<file path="src/rtl/seg_swap_pkg.sv">
package seg_swap_pkg;

    typedef enum logic [1:0] {
        ST_WAIT = 2'd0,
        ST_FIN  = 2'd1,
        ST_INF  = 2'd2
    } swap_state_e;

    localparam int MODE_W = 3;
    localparam logic [MODE_W-1:0] MODE_NOW  = 3'd0;
    localparam logic [MODE_W-1:0] MODE_LAP  = 3'd1;
    localparam logic [MODE_W-1:0] MODE_TIME = 3'd2;
    localparam logic [MODE_W-1:0] MODE_PIN  = 3'd3;
    localparam logic [MODE_W-1:0] MODE_ALT  = 3'd4;

    localparam int SEG_N = 2;

endpackage

</file>
<file path="src/rtl/seg_swap_timebase.sv">
module seg_swap_timebase #(
    parameter int TIME_W = 20,
    parameter int DIV_W  = 8,
    parameter int CYC_W  = 8
) (
    input  logic [TIME_W-1:0] time_i,
    input  logic [DIV_W-1:0]  div_i,
    input  logic [CYC_W-1:0]  cyc_i,
    output logic [TIME_W-1:0] lap_o,
    output logic [CYC_W-1:0]  idx_o
);
    logic [TIME_W-1:0] div_e;
    logic [TIME_W-1:0] cyc_e;
    logic [TIME_W-1:0] tick;
    logic [TIME_W-1:0] rem;

    // zero divider or cycle behaves as one
    always_comb begin
        div_e = (div_i == '0) ? TIME_W'(1) : TIME_W'(div_i);
        cyc_e = (cyc_i == '0) ? TIME_W'(1) : TIME_W'(cyc_i);
        tick  = time_i / div_e;
        lap_o = tick / cyc_e;
        rem   = tick % cyc_e;
        idx_o = rem[CYC_W-1:0];
    end
endmodule

</file>
<file path="src/rtl/seg_swap_pin_sync.sv">
module seg_swap_pin_sync #(
    parameter int WIDTH = 4
) (
    input  logic             clk,
    input  logic             rst_n,
    input  logic [WIDTH-1:0] d_i,
    output logic [WIDTH-1:0] q_o
);
    logic [WIDTH-1:0] meta_q;
    logic [WIDTH-1:0] sync_q;

    always_ff @(posedge clk) begin
        if (!rst_n) begin
            meta_q <= '0;
            sync_q <= '0;
        end else begin
            meta_q <= d_i;
            sync_q <= meta_q;
        end
    end

    assign q_o = sync_q;
endmodule

</file>
<file path="src/rtl/seg_swap_index_map.sv">
module seg_swap_index_map #(
    parameter int CYC_W = 8
) (
    input  logic [CYC_W-1:0] idx_i,
    input  logic [CYC_W-1:0] cyc_i,
    input  logic [CYC_W-1:0] off_i,
    input  logic             stop_i,
    output logic [CYC_W-1:0] idx_o
);
    localparam int W = CYC_W + 1;

    logic [W-1:0] c;
    logic [W-1:0] i_red;
    logic [W-1:0] o_red;
    logic [W-1:0] s;

    always_comb begin
        c     = (cyc_i == '0) ? W'(1) : W'(cyc_i);
        i_red = W'(idx_i) % c;
        o_red = W'(off_i) % c;
        s     = (i_red + c - o_red) % c;
        idx_o = stop_i ? CYC_W'(c - W'(1)) : CYC_W'(s);
    end
endmodule

</file>
<file path="src/rtl/seg_swap_ctrl.sv">
module seg_swap_ctrl
    import seg_swap_pkg::*;
#(
    parameter int TIME_W = 20,
    parameter int DIV_W  = 8,
    parameter int CYC_W  = 8,
    parameter int REP_W  = 16,
    parameter int PIN_N  = 4,
    parameter int PIN_W  = $clog2(PIN_N)
) (
    input  logic              clk,
    input  logic              rst_n,
    input  logic [TIME_W-1:0] time_i,
    input  logic [PIN_N-1:0]  pin_i,
    input  logic              cfg_wr_i,
    input  logic              cfg_seg_i,
    input  logic [REP_W-1:0]  cfg_rep_i,
    input  logic [DIV_W-1:0]  cfg_div_i,
    input  logic [CYC_W-1:0]  cfg_cyc_i,
    input  logic [2:0]        cfg_mode_i,
    input  logic [PIN_W-1:0]  cfg_pin_i,
    input  logic [TIME_W-1:0] cfg_target_i,
    output logic              seg_o,
    output logic [CYC_W-1:0]  idx_o,
    output logic              stop_o
);
    localparam int SUM_W = ((TIME_W > REP_W) ? TIME_W : REP_W) + 2;
    localparam logic [REP_W-1:0] REP_FOREVER = '1;

    typedef struct packed {
        swap_state_e                      st;
        logic                             cur;
        logic                             req;
        logic                             stop;
        logic                             ext;
        logic                             ext_sync;
        logic [REP_W-1:0]                 rep;
        logic [MODE_W-1:0]                mode;
        logic [PIN_W-1:0]                 pin;
        logic [TIME_W-1:0]                target;
        logic [TIME_W-1:0]                wr_time;
        logic [TIME_W-1:0]                ext_last;
        logic [SEG_N-1:0][DIV_W-1:0]      div;
        logic [SEG_N-1:0][CYC_W-1:0]      cyc;
        logic [SEG_N-1:0][TIME_W-1:0]     start;
        logic [SEG_N-1:0][CYC_W-1:0]      off;
    } ctrl_t;

    ctrl_t ctrl_d, ctrl_q;

    logic [TIME_W-1:0] lap_s [SEG_N];
    logic [CYC_W-1:0]  idx_s [SEG_N];
    logic [PIN_N-1:0]  pin_sync;
    logic [TIME_W-1:0] ref_div, ref_cyc, ref_lap;
    logic [TIME_W-1:0] lap_r;
    logic [CYC_W-1:0]  idx_r;
    logic              fire;
    logic [SUM_W-1:0]  base, lap_x;
    logic [CYC_W-1:0]  map_idx, map_cyc, map_off, idx_d, idx_q;

    // per-segment lap and index of the present time
    for (genvar g = 0; g < SEG_N; g++) begin : g_tb
        seg_swap_timebase #(
            .TIME_W(TIME_W),
            .DIV_W (DIV_W),
            .CYC_W (CYC_W)
        ) tb_i (
            .time_i(time_i),
            .div_i (ctrl_q.div[g]),
            .cyc_i (ctrl_q.cyc[g]),
            .lap_o (lap_s[g]),
            .idx_o (idx_s[g])
        );
    end

    seg_swap_pin_sync #(.WIDTH(PIN_N)) sync_i (
        .clk  (clk),
        .rst_n(rst_n),
        .d_i  (pin_i),
        .q_o  (pin_sync)
    );

    // lap of the target segment at the moment of the last write
    always_comb begin
        ref_div = (ctrl_q.div[ctrl_q.req] == '0) ? TIME_W'(1) : TIME_W'(ctrl_q.div[ctrl_q.req]);
        ref_cyc = (ctrl_q.cyc[ctrl_q.req] == '0) ? TIME_W'(1) : TIME_W'(ctrl_q.cyc[ctrl_q.req]);
        ref_lap = (ctrl_q.wr_time / ref_div) / ref_cyc;
    end

    always_comb begin
        ctrl_d = ctrl_q;
        lap_r  = lap_s[ctrl_q.req];
        idx_r  = idx_s[ctrl_q.req];

        case (ctrl_q.mode)
            MODE_LAP:  fire = (lap_r > ref_lap);
            MODE_TIME: fire = (ctrl_q.target <= time_i);
            MODE_PIN:  fire = pin_sync[ctrl_q.pin];
            default:   fire = 1'b0;
        endcase

        base  = SUM_W'(ctrl_q.start[ctrl_q.cur]) + SUM_W'(ctrl_q.rep);
        lap_x = SUM_W'(lap_r);

        if (cfg_wr_i) begin
            // a write wins over any trigger in the same cycle
            ctrl_d.wr_time           = time_i;
            ctrl_d.div[cfg_seg_i]    = cfg_div_i;
            ctrl_d.cyc[cfg_seg_i]    = cfg_cyc_i;
            ctrl_d.mode              = cfg_mode_i;
            ctrl_d.pin               = cfg_pin_i;
            ctrl_d.target            = cfg_target_i;
            ctrl_d.req               = cfg_seg_i;
            if ((cfg_seg_i == ctrl_q.cur) || (cfg_rep_i == REP_FOREVER)) begin
                ctrl_d.cur            = cfg_seg_i;
                ctrl_d.stop           = 1'b0;
                ctrl_d.ext            = (cfg_mode_i == MODE_ALT);
                ctrl_d.ext_sync       = 1'b1;
                ctrl_d.off[cfg_seg_i] = '0;
                ctrl_d.st             = ST_INF;
            end else begin
                ctrl_d.rep      = cfg_rep_i;
                ctrl_d.ext_sync = 1'b0;
                ctrl_d.st       = ST_WAIT;
            end
        end else begin
            ctrl_d.ext_sync = 1'b0;
            unique case (ctrl_q.st)
                ST_WAIT: begin
                    if (fire) begin
                        ctrl_d.stop               = 1'b0;
                        ctrl_d.start[ctrl_q.req]  = lap_r;
                        ctrl_d.cur                = ctrl_q.req;
                        ctrl_d.off[ctrl_q.req]    = (ctrl_q.mode == MODE_LAP) ? '0 : idx_r;
                        ctrl_d.st                 = ST_FIN;
                    end
                end
                ST_FIN: begin
                    if (base + SUM_W'(1) < lap_x) begin
                        ctrl_d.stop = 1'b1;
                    end
                    if ((base < lap_x) && (ctrl_q.off[ctrl_q.cur] <= idx_r)) begin
                        ctrl_d.stop = 1'b1;
                    end
                end
                ST_INF: begin
                    if (ctrl_q.ext_sync) begin
                        ctrl_d.ext_last = ref_lap;
                    end else if (ctrl_q.ext && (lap_r > ctrl_q.ext_last)
                                 && (lap_r[0] != ctrl_q.ext_last[0])) begin
                        ctrl_d.ext_last = lap_r;
                        ctrl_d.cur      = ~ctrl_q.cur;
                    end
                end
                default: ctrl_d.st = ST_WAIT;
            endcase
        end
    end

    assign map_idx = idx_s[ctrl_d.cur];
    assign map_cyc = ctrl_q.cyc[ctrl_d.cur];
    assign map_off = ctrl_d.off[ctrl_d.cur];

    seg_swap_index_map #(.CYC_W(CYC_W)) map_i (
        .idx_i (map_idx),
        .cyc_i (map_cyc),
        .off_i (map_off),
        .stop_i(ctrl_d.stop),
        .idx_o (idx_d)
    );

    always_ff @(posedge clk) begin
        if (!rst_n) begin
            ctrl_q     <= '0;
            ctrl_q.st  <= ST_WAIT;
            ctrl_q.div <= {DIV_W'(10), DIV_W'(10)};
            ctrl_q.cyc <= {CYC_W'(1), CYC_W'(1)};
            idx_q      <= '0;
        end else begin
            ctrl_q <= ctrl_d;
            idx_q  <= idx_d;
        end
    end

    assign seg_o  = ctrl_q.cur;
    assign stop_o = ctrl_q.stop;
    assign idx_o  = idx_q;

    // ---------------- assertions ----------------
    assert_inf_switch_R3: assert property (@(posedge clk) disable iff (!rst_n)
        (cfg_wr_i && (cfg_rep_i == REP_FOREVER)) |=> ((seg_o == $past(cfg_seg_i)) && !stop_o));

    assert_park_hold_R4: assert property (@(posedge clk) disable iff (!rst_n)
        (cfg_wr_i && (cfg_rep_i != REP_FOREVER) && (cfg_seg_i != seg_o)) |=> $stable(seg_o));

    assert_stop_sticky_R8: assert property (@(posedge clk) disable iff (!rst_n)
        ((ctrl_q.st == ST_FIN) && stop_o && !cfg_wr_i) |=> stop_o);

    assert_fin_seg_hold_R8: assert property (@(posedge clk) disable iff (!rst_n)
        ((ctrl_q.st == ST_FIN) && !cfg_wr_i) |=> $stable(seg_o));

    assert_idx_in_range_R9: assert property (@(posedge clk) disable iff (!rst_n)
        !cfg_wr_i |=> (idx_o < ((ctrl_q.cyc[ctrl_q.cur] == '0) ? CYC_W'(1) : ctrl_q.cyc[ctrl_q.cur])));

    assert_no_alt_toggle_R10: assert property (@(posedge clk) disable iff (!rst_n)
        ((ctrl_q.st == ST_INF) && !ctrl_q.ext && !cfg_wr_i) |=> $stable(seg_o));

endmodule

</file>
<file path="config.mk">
export PLATFORM = sky130hd
export DESIGN_NAME = seg_swap_ctrl
export DESIGN_NICKNAME = d
export VERILOG_FILES = /design/src/rtl/seg_swap_pkg.sv /design/src/rtl/seg_swap_timebase.sv /design/src/rtl/seg_swap_pin_sync.sv /design/src/rtl/seg_swap_index_map.sv /design/src/rtl/seg_swap_ctrl.sv
export SDC_FILE = /design/constraint.sdc
export NUM_CORES = 2
export LEC_CHECK = 0
export ABC_CLOCK_PERIOD_IN_PS = 160400
export BUFFER_PORTS_ARGS = -buffer_cell sky130_fd_sc_hd__buf_2
export CAP_MARGIN = 10
export CELL_PAD_IN_SITES_DETAIL_PLACEMENT = 0
export CELL_PAD_IN_SITES_GLOBAL_PLACEMENT = 1
export CORE_MARGIN = 5
export CORE_UTILIZATION = 23
export CTS_CLUSTER_SIZE = 10
export DETAILED_ROUTE_END_ITERATION = 12
export GPL_ROUTABILITY_DRIVEN = 0
export PLACE_DENSITY_LB_ADDON = 0.1
export SLEW_MARGIN = 20
export SYNTH_ARGS = -nofsm -noshare
export SYNTH_HDL_FRONTEND = slang
export SYNTH_SLANG_ARGS = --single-unit
export TNS_END_PERCENT = 1
</file>
<file path="constraint.sdc">
create_clock -name clk -period 160.4 [get_ports clk]
set_input_delay 16.04 -clock clk [delete_from_list [all_inputs] [get_ports clk]]
set_output_delay 16.04 -clock clk [all_outputs]
set_load 0.02 [all_outputs]
</file>
==> flow_metrics.env <==
export IMPL_synth_seq_cells=192
export IMPL_drtAntennaViolNets=0
export IMPL_portBuffers=94
export IMPL_maxCapViolCount=0
export IMPL_cts_root_buf="clkbuf_16"
export IMPL_synth_nets=9993
export IMPL_path_depth=499
export IMPL_reg2reg_depth=503
export IMPL_cts_buffers=25
export IMPL_fin_worst_skew_ps=51.0
export IMPL_cpPeakStageDelay_ps=830
export IMPL_synthTopCellsByArea="ha_1 21%, o21a_1 7.1%, dfxtp_1 6.1%"
export IMPL_yosysTopAreaCell="ha_1"
export IMPL_wire_per_inst_um=21.3
export IMPL_grt_setup_unrepaired="false"
export IMPL_cts_setup_buffers=0
export IMPL_max_slew_margin_pct=24.2
export IMPL_drv_slew=0
export IMPL_synth_most_common_cell="ha_1"
export IMPL_worst_setup_path_start_kind="input pin"
export IMPL_fin_util_pct=25.3
export IMPL_vias=65400
export IMPL_cts_sinks=192
export IMPL_async_reset_ff_share_pct=0
export IMPL_grt_max_degree=58
export IMPL_ys_flop_type="dfxtp_1"
export IMPL_grt_pass1_vias=63200
export IMPL_antenna_found_initial=10
export IMPL_setup_slack_ps=26820
export IMPL_wirelength_mm=265
export IMPL_grt_first_pass_wirelength_mm=399
export IMPL_nets=10000
export IMPL_cts_htree_levels=4
export IMPL_die_h_um=534
export IMPL_crit_slowest_cell="o311ai_1"
export IMPL_initial_core_util_pct=23.1
export IMPL_crit_top_cell="o21a_1"
export IMPL_drc_errors=0
export IMPL_rows=192
export IMPL_worstReg2RegStart="ctrl_q[79]$_SDFFE_PN0P_"
export IMPL_path_clk_slew_ps=80
export IMPL_syn_to_final_growth_pct=9.50
export IMPL_overflow=0
export IMPL_avgViaCountPerCell=5.26
export IMPL_synth_edf_count=0
export IMPL_regToRegEndpoint="idx_o[0]$_SDFF_PN0_"
export IMPL_yosysWarningCount=0
export IMPL_worst_slew_pin_slew_ps=1140
export IMPL_pre_cts_slack_ps=26270
export IMPL_final_hold_violation_count=0
export IMPL_critPathKind="in -> reg"
export IMPL_post_dp_hpwl_mm=220
export IMPL_critPathBufInv=34
export IMPL_dr_pass1_iters=6
export IMPL_grt_usage_pct=17.8
export IMPL_worstSetupEndpointType="flip-flop"
export IMPL_fin_setup_tns_ps=0
export IMPL_core_um2=273000
export IMPL_drt_iter0_drc=3353
export IMPL_dieArea_um2=285000
export IMPL_r2r_slack_ps=40690
export IMPL_clockBufferDepth=3
export IMPL_endpoint="idx_o[0]$_SDFF_PN0_"
export IMPL_tritoncts="built"
export IMPL_cpLargestDelayFamily="compound AO/OA/AOI/OAI gates"
export IMPL_cts_resized=0
export IMPL_ys_seq_area_share_pct=6.10
export IMPL_cp_max_fo=34
export IMPL_ys_types=131
export IMPL_min_period_ps=133580
export IMPL_status="finished, final reports clean"
export IMPL_netlist_instances=8823
export IMPL_die_x_um=534
export IMPL_setup_viol=0
export IMPL_worstPathArrival_ps=134060
export IMPL_syn_area_um2=63100
export IMPL_fmaxAchievable_ghz=0.00749
export IMPL_worstSetupStartpoint="time_i[19]"
export IMPL_io_pins=95
export IMPL_critical_path_required_ps=160880
export IMPL_clock_latency_ps=600
export IMPL_layout_drive_gt1_share_pct=8.29
export IMPL_synth_common_cells="1071 x ha_1, 883 x nor2_1, 755 x nand2_1"
export IMPL_synth_avg_cell_area_um2=7.15
export IMPL_synth_top_cell_area_share_pct=21.3
export IMPL_ctsHoldBuffers=0
export IMPL_post_route_period_util_pct=83.3
export IMPL_worst_hold_path_type="reg -> reg"
## cell usage in the layout (no fill, tap or decap), drive strengths merged, types with 22 or more instances in the layout
cell    Yosys  layout
ha       1071    1071
nor2      888     888
nand2     757     757
nor3      640     640
o21a      599     599
a21oi     583     583
o21ai     450     450
inv       363     365
o31ai     284     284
buf        51     245
xnor2     234     234
mux2i     217     217
mux2      212     212
a21o      193     193
dfxtp     192     192
xor2      150     150
nand3     140     140
nand2b    139     139
nand4     116     116
nor2b     111     111
and2       99      99
a211oi     90      90
or3        85      85
or2        85      85
o211ai     77      77
a31oi      69      69
and3       55      55
nor4       51      51
o21bai     36      36
or4        36      36
o22ai      32      32
a211o      29      29
o211a      28      28
clkbuf    210      26
a21boi     25      25
nor3b      22      22
## per-stage QoR
stage          area, um2  hold slack [ps]  instances
2_1_floorplan      63100              412       8823
3_3_place_gp       68300              420      12400
3_5_place_dp       68400              425      12400
4_1_cts            69000              441      12400
5_1_grt            69000              460      12400
6_report           69000              440      12400
## cell families after synthesis
| logic type | count (synthesis) | synth area share, % |
|---|---|---|
| buffers and inverters | 635 | 3.87 |
| DFF | 192 | 6.10 |
| adders and majority gates | 1095 | 21.9 |
| AOI/OAI and AO/OA | 2764 | 29.8 |
| xor gates and xnor gates | 384 | 5.35 |
| and+or+nand+nor | 3323 | 25.7 |
| muxes | 430 | 7.28 |
## flip-flops by register name (all words and copies together), names as in the netlist
signal,count
sync_i.q_o,4
idx_o,8
ctrl_q,174
seg_o,1
stop_o,1
sync_i.meta_q,4
## worst min path at each step
stage / to / from / slack [ps] / depth (start not counted)
final: sync_i.q_o[1]$_SDFF_PN0_ / sync_i.meta_q[1]$_SDFF_PN0_ / 440 / 1
after global routing: sync_i.q_o[0]$_SDFF_PN0_ / sync_i.meta_q[0]$_SDFF_PN0_ / 460 / 1
after CTS: sync_i.q_o[1]$_SDFF_PN0_ / sync_i.meta_q[1]$_SDFF_PN0_ / 440 / 1
after detailed placement: sync_i.q_o[1]$_SDFF_PN0_ / sync_i.meta_q[1]$_SDFF_PN0_ / 420 / 1
after global placement: sync_i.q_o[0]$_SDFF_PN0_ / sync_i.meta_q[0]$_SDFF_PN0_ / 420 / 1
after floorplan: sync_i.q_o[0]$_SDFF_PN0_ / sync_i.meta_q[0]$_SDFF_PN0_ / 410 / 1
## cell type report
class                   count  area, um2
repair buffers            245       1610
fillers                 30300     204000
inverters                 374       1410
multi-input cells        7996      57000
clock buffers              26        629
diodes                      2       5.00
flip-flops and latches    192       3850
clock inverters             6       42.5
well taps                3589       4490
## routing by layer
layer / vias to the layer above / share of wire [%] / GRT usage (%)
li1: 33200 / - / -
met1: 31200 / 49 / 24.4
met2: 830 / 47 / 31.3
met3: 133 / 2.2 / 1.05
met4: 2 / 1.4 / 2.61
met5: - / 0.0049 / 0
Power is left out: the tool's default activity adds up to more than one toggle a clock period on the data nets, which glitch-free logic cannot reach.
